### config.mk
export PLATFORM = sky130hd
export DESIGN_NAME = cfg3w_slave
export DESIGN_NICKNAME = d
export VERILOG_FILES = /design/src/rtl/cfg3w_pkg.sv /design/src/rtl/cfg3w_sync.sv /design/src/rtl/cfg3w_shift.sv /design/src/rtl/cfg3w_decode.sv /design/src/rtl/cfg3w_slave.sv
export SDC_FILE = /design/constraint.sdc
export NUM_CORES = 1
export LEC_CHECK = 0
export ABC_AREA = 1
export BUFFER_PORTS_ARGS = -buffer_cell sky130_fd_sc_hd__buf_2
export CAP_MARGIN = 20
export CORE_MARGIN = 5
export CORE_UTILIZATION = 25
export DETAILED_ROUTE_END_ITERATION = 10
export GPL_TIMING_DRIVEN = 0
export PLACE_DENSITY = 0.43
export SLEW_MARGIN = 20
export SYNTH_ARGS = -nofsm -noshare
export SYNTH_HDL_FRONTEND = slang
export SYNTH_SLANG_ARGS = --single-unit
### constraint.sdc
create_clock -name clk -period 1.85 [get_ports clk]
set_clock_uncertainty 0.15 [all_clocks]
set_input_delay 0.0925 -clock clk [delete_from_list [all_inputs] [get_ports clk]]
set_output_delay 0.0925 -clock clk [all_outputs]
set_load 0.01 [all_outputs]
### src/rtl/cfg3w_pkg.sv
// Shared types and value mappings for the three-wire configuration slave.
package cfg3w_pkg;

    typedef enum logic [1:0] {
        MODE_RX   = 2'd0,
        MODE_TX   = 2'd1,
        MODE_RXCR = 2'd2
    } cfg_mode_e;

    typedef struct packed {
        cfg_mode_e   mode;
        logic [1:0]  ramp;
        logic [2:0]  dev;
        logic        ref_sel;
        logic [1:0]  mc;
        logic [4:0]  sc;
    } cfg_fields_t;

    // Deviation scale in percent: 60 % plus 10 % per code step.
    function automatic logic [7:0] dev_to_pct(input logic [2:0] code);
        return 8'd60 + 8'd10 * {5'd0, code};
    endfunction

    // Ramp level in millivolts for each ramp code.
    function automatic logic [10:0] ramp_to_mv(input logic [1:0] code);
        logic [10:0] mv;
        case (code)
            2'd0:    mv = 11'd1300;
            2'd1:    mv = 11'd1350;
            2'd2:    mv = 11'd1400;
            default: mv = 11'd1750;
        endcase
        return mv;
    endfunction

endpackage

### src/rtl/cfg3w_sync.sv
// Multi-bit synchronizer with edge detection.
// Each input bit gets its own flop chain, so the bits are not kept
// coherent with each other. Rise and fall strobes are one system clock
// wide and appear when the synchronized level changes.
// Assumes every input holds each level for at least STAGES+1 system clocks.
module cfg3w_sync #(
    parameter int            N_SIG   = 3,
    parameter int            STAGES  = 2,
    parameter logic [N_SIG-1:0] RST_VAL = '0
) (
    input  logic             clk,
    input  logic             rst_n,
    input  logic [N_SIG-1:0] async_in,
    output logic [N_SIG-1:0] sync_out,
    output logic [N_SIG-1:0] rise,
    output logic [N_SIG-1:0] fall
);

    for (genvar g = 0; g < N_SIG; g++) begin : g_sig
        logic [STAGES-1:0] chain;
        logic              last;

        // Shift the raw level through the chain and keep the previous synced value.
        always_ff @(posedge clk) begin
            if (!rst_n) begin
                chain <= {STAGES{RST_VAL[g]}};
                last  <= RST_VAL[g];
            end else begin
                chain <= {chain[STAGES-2:0], async_in[g]};
                last  <= chain[STAGES-1];
            end
        end

        assign sync_out[g] = chain[STAGES-1];
        assign rise[g]     = chain[STAGES-1] & ~last;
        assign fall[g]     = ~chain[STAGES-1] & last;
    end

endmodule

### src/rtl/cfg3w_shift.sv
// Serial capture register. A clear empties the register and the counter.
// Each shift strobe moves one bit in at the LSB, so the first bit sent
// ends up as the MSB. The counter saturates at LONG_W, so only the last
// LONG_W bits survive.
module cfg3w_shift #(
    parameter int LONG_W = 25,
    localparam int CNT_W = $clog2(LONG_W + 1)
) (
    input  logic              clk,
    input  logic              rst_n,
    input  logic              clear,
    input  logic              shift_en,
    input  logic              bit_in,
    output logic [LONG_W-1:0] word,
    output logic [CNT_W-1:0]  count
);

    // Capture bits and count them up to the saturation limit.
    always_ff @(posedge clk) begin
        if (!rst_n || clear) begin
            word  <= '0;
            count <= '0;
        end else if (shift_en) begin
            word <= {word[LONG_W-2:0], bit_in};
            if (count != CNT_W'(LONG_W)) begin
                count <= count + 1'b1;
            end
        end
    end

endmodule

### src/rtl/cfg3w_decode.sv
// Word classifier and active configuration register.
// On a latch strobe the captured word is sorted into transmit, plain
// receive, clock-recovery receive or reject. Accepted words update the
// held fields and raise a one-cycle valid strobe. Ramp and deviation
// fields change only on transmit words.
module cfg3w_decode
    import cfg3w_pkg::*;
#(
    parameter int         SHORT_W = 16,
    parameter int         LONG_W  = 25,
    parameter logic [8:0] CR_HDR  = 9'b1_0100_0000,
    localparam int        CNT_W   = $clog2(LONG_W + 1),
    localparam int        HDR_W   = LONG_W - SHORT_W
) (
    input  logic              clk,
    input  logic              rst_n,
    input  logic              latch,
    input  logic [LONG_W-1:0] word,
    input  logic [CNT_W-1:0]  count,
    output cfg_fields_t       cfg,
    output logic              valid
);

    localparam int TYPE_HI = SHORT_W - 1;
    localparam int TYPE_LO = SHORT_W - 2;
    localparam int MARK_B  = 8;

    logic [SHORT_W-1:0] low;
    logic               long_ok;
    logic               accept;
    cfg_mode_e          new_mode;

    assign low     = word[SHORT_W-1:0];
    assign long_ok = (count >= CNT_W'(LONG_W)) &&
                     (word[LONG_W-1:SHORT_W] == HDR_W'(CR_HDR));

    // Sort the captured word into a mode or a reject.
    always_comb begin
        accept   = 1'b0;
        new_mode = MODE_RX;
        if (count >= CNT_W'(SHORT_W)) begin
            unique case (low[TYPE_HI:TYPE_LO])
                2'b00: begin
                    accept   = 1'b1;
                    new_mode = long_ok ? MODE_RXCR : MODE_RX;
                end
                2'b01: begin
                    accept   = low[MARK_B];
                    new_mode = MODE_TX;
                end
                default: begin
                    accept   = 1'b0;
                    new_mode = MODE_RX;
                end
            endcase
        end
    end

    // Hold the active configuration and pulse valid on an accepted latch.
    always_ff @(posedge clk) begin
        if (!rst_n) begin
            cfg   <= '{mode: MODE_RX, default: '0};
            valid <= 1'b0;
        end else begin
            valid <= latch && accept;
            if (latch && accept) begin
                cfg.mode    <= new_mode;
                cfg.ref_sel <= low[7];
                cfg.mc      <= low[6:5];
                cfg.sc      <= low[4:0];
                if (new_mode == MODE_TX) begin
                    cfg.ramp <= low[13:12];
                    cfg.dev  <= low[11:9];
                end
            end
        end
    end

endmodule

### src/rtl/cfg3w_slave.sv
// Top of the three-wire configuration slave.
// The asynchronous bus lines are synchronized, bits are captured while
// enable is low, and the word is decoded when enable rises. The system
// clock must run at four or more times the bus clock, and each bus level
// must hold for at least three system clocks.
module cfg3w_slave
    import cfg3w_pkg::*;
#(
    parameter int SHORT_W = 16,
    parameter int LONG_W  = 25,
    parameter int STAGES  = 2
) (
    input  logic        clk,
    input  logic        rst_n,
    input  logic        bus_clk,
    input  logic        bus_data,
    input  logic        bus_en_n,
    output logic        cfg_valid,
    output logic [1:0]  mode,
    output logic [1:0]  ramp_code,
    output logic [10:0] ramp_mv,
    output logic [2:0]  dev_code,
    output logic [7:0]  dev_pct,
    output logic        ref_sel,
    output logic [6:0]  main_div,
    output logic [4:0]  swallow,
    output logic [11:0] chan_n
);

    localparam int CNT_W  = $clog2(LONG_W + 1);
    localparam int I_CLK  = 0;
    localparam int I_DATA = 1;
    localparam int I_EN   = 2;

    logic [2:0]        s_lvl, s_rise, s_fall;
    logic [LONG_W-1:0] cap_word;
    logic [CNT_W-1:0]  cap_cnt;
    cfg_fields_t       cfg;

    cfg3w_sync #(
        .N_SIG   (3),
        .STAGES  (STAGES),
        .RST_VAL (3'b100)
    ) u_sync (
        .clk      (clk),
        .rst_n    (rst_n),
        .async_in ({bus_en_n, bus_data, bus_clk}),
        .sync_out (s_lvl),
        .rise     (s_rise),
        .fall     (s_fall)
    );

    cfg3w_shift #(
        .LONG_W (LONG_W)
    ) u_shift (
        .clk      (clk),
        .rst_n    (rst_n),
        .clear    (s_fall[I_EN]),
        .shift_en (s_rise[I_CLK] && !s_lvl[I_EN]),
        .bit_in   (s_lvl[I_DATA]),
        .word     (cap_word),
        .count    (cap_cnt)
    );

    cfg3w_decode #(
        .SHORT_W (SHORT_W),
        .LONG_W  (LONG_W)
    ) u_decode (
        .clk   (clk),
        .rst_n (rst_n),
        .latch (s_rise[I_EN]),
        .word  (cap_word),
        .count (cap_cnt),
        .cfg   (cfg),
        .valid (cfg_valid)
    );

    // Expand the held codes into physical values.
    always_comb begin
        mode      = cfg.mode;
        ramp_code = cfg.ramp;
        ramp_mv   = ramp_to_mv(cfg.ramp);
        dev_code  = cfg.dev;
        dev_pct   = dev_to_pct(cfg.dev);
        ref_sel   = cfg.ref_sel;
        main_div  = 7'd86 + {5'd0, cfg.mc};
        swallow   = cfg.sc;
        chan_n    = {main_div, 5'd0} + {7'd0, cfg.sc};
    end

endmodule

; After elaboration in Yosys (flattened, before gate mapping)
; Index checks and enable logic that the tools add are counted.
[word_totals]
elab_cells = 49
output_inout_bits = 52
reg_bits = 54
[classes]
mux = 6
n_lt_le_gt_ge = 2
eq_ne = 6
add_sub_neg = 4
n_reduce_logical = 10
multipliers = 1
n_bitwise = 6
[ops]
columns = operator, n
row1 = $pmux W10 S3, 1
row2 = $add A12 B5 Y12, 1
row3 = $ge A5 B5 Y1 const B, 2
row4 = $eq A9 B9 Y1 const B, 1
row5 = $add A6 B7 Y8 const A, 1
row6 = $add A7 B2 Y7 const A, 1
row7 = $eq A2 B1 Y1 const B, 3
row8 = $mul A3 B3 Y6 const A, 1
row9 = $add A5 B1 Y5 const B, 1
row10 = $ne A5 B5 Y1 const B, 1
row11 = $logic_not A2 Y1, 2
row12 = $mux W2, 2
row13 = $pmux W2 S2, 1
row14 = $reduce_and A2 Y1, 2
row15 = $and A1 B1 Y1, 3
row16 = $logic_and A1 B1 Y1, 3
row17 = $not A1 Y1, 3
row18 = $eq A2 B2 Y1 const B, 1
row19 = $logic_not A1 Y1, 2
row20 = $pmux W1 S2, 1
row21 = $logic_or A1 B1 Y1, 1
row22 = $mux W1, 1

; Longest topological paths before layout
[depth]
ltp_word = 7
mapped_depth = 8

; Hierarchy
; From an unflattened synthesis, not the netlist that was laid out.
[hier_totals]
hier_cells = 333
hier_area_um2 = 2496.1
[modules_own_cells]
columns = mod, cells_each, area_each_um2, seq_area_each_um2, instances
row1 = cfg3w_shift, 148, 1126.1, 600.6, 1
row2 = cfg3w_decode, 87, 668.1, 320.3, 1
row3 = cfg3w_slave, 56, 379.1, 0.0, 1
row4 = cfg3w_sync, 42, 322.8, 180.2, 1

; Least setup slack after synthesis
; No wires, ideal clock.
[synth_path]
kind = reg2out
startpoint = reg, netlist name u_decode.cfg[8]
endpoint = out dev_pct[6]
path_slack_ns = 0.167
n_path_buf = 0
arrival_ns = 1.441
stages_incl_launch_ff = 7
path_cell_list = dfxtp_1 ha_1 ha_1 ha_1 nor2_1 nand2_1 xor2_1
[synth_via]
elab_chain_len = 2
[synth_lines]
columns = element, line_no
row1 = $mul A3 B3 Y6, cfg3w_pkg.sv:21  ; return 8'd60 + 8'd10 * {5'd0, code};
row2 = $add A6 B7 Y8, cfg3w_pkg.sv:21
row3 = to (decl), cfg3w_slave.sv:23  ; output logic [7:0] dev_pct,
; No other way between the ends.

; Final worst setup path
[layout_path]
startpoint = reg, netlist name u_decode.cfg[10]
endpoint = out dev_pct[7]
[layout_via]
elab_chain_len = 2
[layout_lines]
columns = element, line_no
row1 = $mul A3 B3 Y6, cfg3w_pkg.sv:21
row2 = $add A6 B7 Y8, cfg3w_pkg.sv:21
; No other way between the ends.

==> reports/summary.txt <==
XOR/XNOR Fraction of Synth Area -> 0.340%
flops & latches, synth -> 54
part of the total power dissipated in sequential elements -> 56.2%
area fraction in compound gates after synthesis -> 12.6%
worst path required time -> 1610 ps
worst hold slack across all endpoints -> 261 ps
cell with the most instances after synthesis -> sky130_fd_sc_hd__nand2_1
area share of the leading cell type in the synthesized netlist -> 41.9%
Die Y -> 112 microns
adder and majority cell fraction of the synthesized area -> 5.43%
most frequent cell on the critical path -> sky130_fd_sc_hd__ha_4
proportion of synthesized area in mux cells -> 0%
transition time of the tightest slew-check pin -> 550 ps
post-detailed-route count of antenna-violating nets -> 0
Final setup viols -> 2
worst setup timing slack at the placement stage -> 79.1 ps
grt ovf -> 0
most frequent cells after synthesis -> sky130_fd_sc_hd__nand2_1, sky130_fd_sc_hd__dfxtp_1, sky130_fd_sc_hd__inv_1
Via density -> 3.97
total clock buffers created by CTS -> 5
CTS Buffer Depth -> 2
cell at the root of the clock tree -> sky130_fd_sc_hd__clkbuf_8
result of the run -> complete, but fails checks
clock transition at the registers of the reported paths -> 100 ps
total number of yosys warnings -> 0
number of global-route vias before repair -> 1,996
insertion delay of the later-clocked pin in the worst-skew pair -> 310 ps
DIE WIDTH -> 112 microns
post-route setup slack -> -54.5 ps
initial antenna violation count -> 0
largest fanout on the critical path -> 2
ranking of synthesized cells by area -> sky130_fd_sc_hd__dfxtp_1, sky130_fd_sc_hd__nand2_1, sky130_fd_sc_hd__buf_4, sky130_fd_sc_hd__a21oi_2, sky130_fd_sc_hd__inv_1
final design area excluding fillers -> 0.00326 sq mm
worst rel slew slack -> 63.4%
core region area -> 0.0102 sq mm
cell chain of the critical path -> ha_4 > ha_4 > ha_4 > buf_4 > buf_6 > nand2_1 > nand2_1 > buf_2
EDFF count, synth -> 0
Worst path slowest cell -> sky130_fd_sc_hd__dfxtp_4
global-route wire length before repair -> 9650 microns
post-synthesis cell type with the largest combined area -> sky130_fd_sc_hd__dfxtp_1
RD Place Congestion -> 0.735
syn avg cell area -> 7.98 sq um
power per cell area -> 641 mW/mm^2
layout-stage area growth over the synthesis result -> 26.2%
overall routing resource usage -> 9.27%
crit path DAT -> 1660 ps
number of non-filler instances in the completed layout -> 529
leakage power figure -> 1.45 nW
Final Hold Vio Count -> 0
most used flip-flop cell after synthesis -> sky130_fd_sc_hd__dfxtp_1
worst-case vdd ir drop -> 0.365 mV
fraction of layout cells with a size suffix above 1 -> 33.6%
cells after synthesis -> 323
register area share after synthesis -> 41.9%
full die area -> 0.0124 sq mm
final routed DRC violation total -> 0
max incr delay on CP -> 370 ps
Final Cycle Share -> 103%
HPWL after detailed placement -> 4020 microns
sink count of the clock tree -> 54
placed cell count -> 513
crit path capture type -> output pin
type of the tightest min-delay check -> flop to flop
number of pins with negative max-slew slack in the final report -> 0
total vias in the final route -> 2,098
post-layout net count -> 408
critical path startpoint category -> flop
Synth async-reset ratio -> 0%
failing checks -> negative setup slack
clock period minus worst slack -> 1900 ps
Int Pwr -> 0.00164 W
number of filler instances in the final layout -> 1,107
initial core utilization -> 25.3%
net switching share of the total power -> 21.5%
combinational share of power -> 4.8%
CTS tree -> yes
total placed instance area -> 0.00301 sq mm
count of routing violations after the opening detailed-route iteration -> 89
Final Power -> 0.00209 W
IO buf count -> 47
distinct cell type count after synthesis -> 28
maximum clock frequency -> 525 MHz
RSZ-0062 raised after global routing -> true
combinational family with the most area after synthesis -> simple AND/OR/NAND/NOR gates
# rows -> 37
Worst Path Buf+Inv -> 3
pin count of the biggest net entering global routing -> 16
clock share of power -> 39.0%
netlist area before placement -> 0.00258 sq mm
number of optimization iterations in the first detailed-route pass -> 4
kind of critical path -> flop to output pin
detailed-route wire length per cell -> 10.6 microns
reported net switching power -> 0.000448 W
I/O Pins -> 57
number of max-capacitance violations reported -> 0
simple logic cell fraction of the synthesized area -> 24.8%
H-tree depth reported by CTS -> 2
cell class contributing the biggest share of worst-path delay -> adder cells
Inserted Diodes -> 0
total routed wirelength -> 5630 microns
## cells in the final DEF (no fill, tap or decap), drive strengths merged, types with 2 or more instances in the layout
master / instances
dfxtp: 54
a21oi: 37
conb: 9
nand3: 10
or2: 2
nand2: 90
ha: 8
nor2: 30
dlygate4sd3: 4
o21ai: 9
inv: 32
clkbuf: 8
buf: 84
nand4: 10
fa: 2
## tightest hold or removal path, delay by kind of cell (launching register included)
family | cells | cell delay (ps)
buf+inv | 1 | 40
flops | 1 | 310
simple gates | 1 | 50
## area by class of cell
type                    count  area [sq um]  share of cell area (%)
multi-input cells         209          1190                    36.5
flip-flops and latches     54          1090                    33.5
repair buffers             56           317                    9.72
plain buffers              34           253                    7.76
well taps                 136           170                    5.23
inverters                  33           125                    3.84
clock buffers               6          82.6                    2.54
clock inverters             1          30.0                   0.922
## path summary, 6_finish.rpt
path | from | to | slack, ps | cells after the start
setup / recovery | u_decode.cfg[10]$_SDFFE_PN0P_ | dev_pct[7] | -50 | 8
hold / removal | u_sync.g_sig[0].chain[0]$_SDFF_PN0_ | u_sync.g_sig[0].chain[1]$_SDFF_PN0_ | 260 | 2
setup reg to reg | u_shift.count[1]$_SDFFE_PP0P_ | u_shift.count[1]$_SDFFE_PP0P_ | 360 | 8
hold reg to reg | u_sync.g_sig[0].chain[0]$_SDFF_PN0_ | u_sync.g_sig[0].chain[1]$_SDFF_PN0_ | 260 | 2
## power by group through the flow
| stage | registers [W] | clock network (W) | logic [W] |
|---|---|---|---|
| finish | 0.00117 | 0.000815 | 0.0000996 |
| global route | 0.00118 | 0.000898 | 0.000112 |
| CTS | 0.00117 | 0.000853 | 0.0000994 |
| detailed placement | 0.00120 | 0 | 0.0000931 |
| global placement | 0.00120 | 0 | 0.0000928 |
| floorplan | 0.00120 | 0 | 0.0000711 |
## cells by family after synthesis
| logic type | after synthesis |
|---|---|
| buffers and inverters | 67 |
| AND/OR/NAND/NOR | 142 |
| AO/OA/AOI/OAI | 47 |
| other | 2 |
| XOR/XNOR | 1 |
| flip-flops | 54 |
| adder cells (fa/ha/maj) | 10 |
## stage by stage
step           setup TNS [ps]  utilization, %
5_1_grt                  -260            32.0
3_5_place_dp                0            29.6
6_report                -96.3            32.0
4_1_cts                 -54.9            31.8
3_3_place_gp                0            29.6
2_1_floorplan               0               -
## flip-flops by register name, summed over array words and instances (netlist names)
register and flops:
u_sync.g_sig.chain 6, u_decode.cfg 15, u_sync.g_sig.last 2, u_shift.word 25
u_shift.count 5, u_decode.valid 1
## metal layers
layer  vias to the layer above  GRT usage, %  wire [microns]
met3                         8          2.66             378
met4                         0          2.43              65
met5                         -             0               0
met1                       922          12.3            2860
li1                       1119             -               -
met2                        49          14.8            2330
## what timing repair did
action | in CTS | in global routing
buffers inserted | 4 | 1
resized for setup | 9 | 4
endpoints found under the setup margin | 2 | 3
endpoints found under the hold margin | 7 | 0
gates cloned | 0 | 0
hold buffers | 4 | 0
pin swaps | 4 | 4
Power figures use the tool's default switching activity.
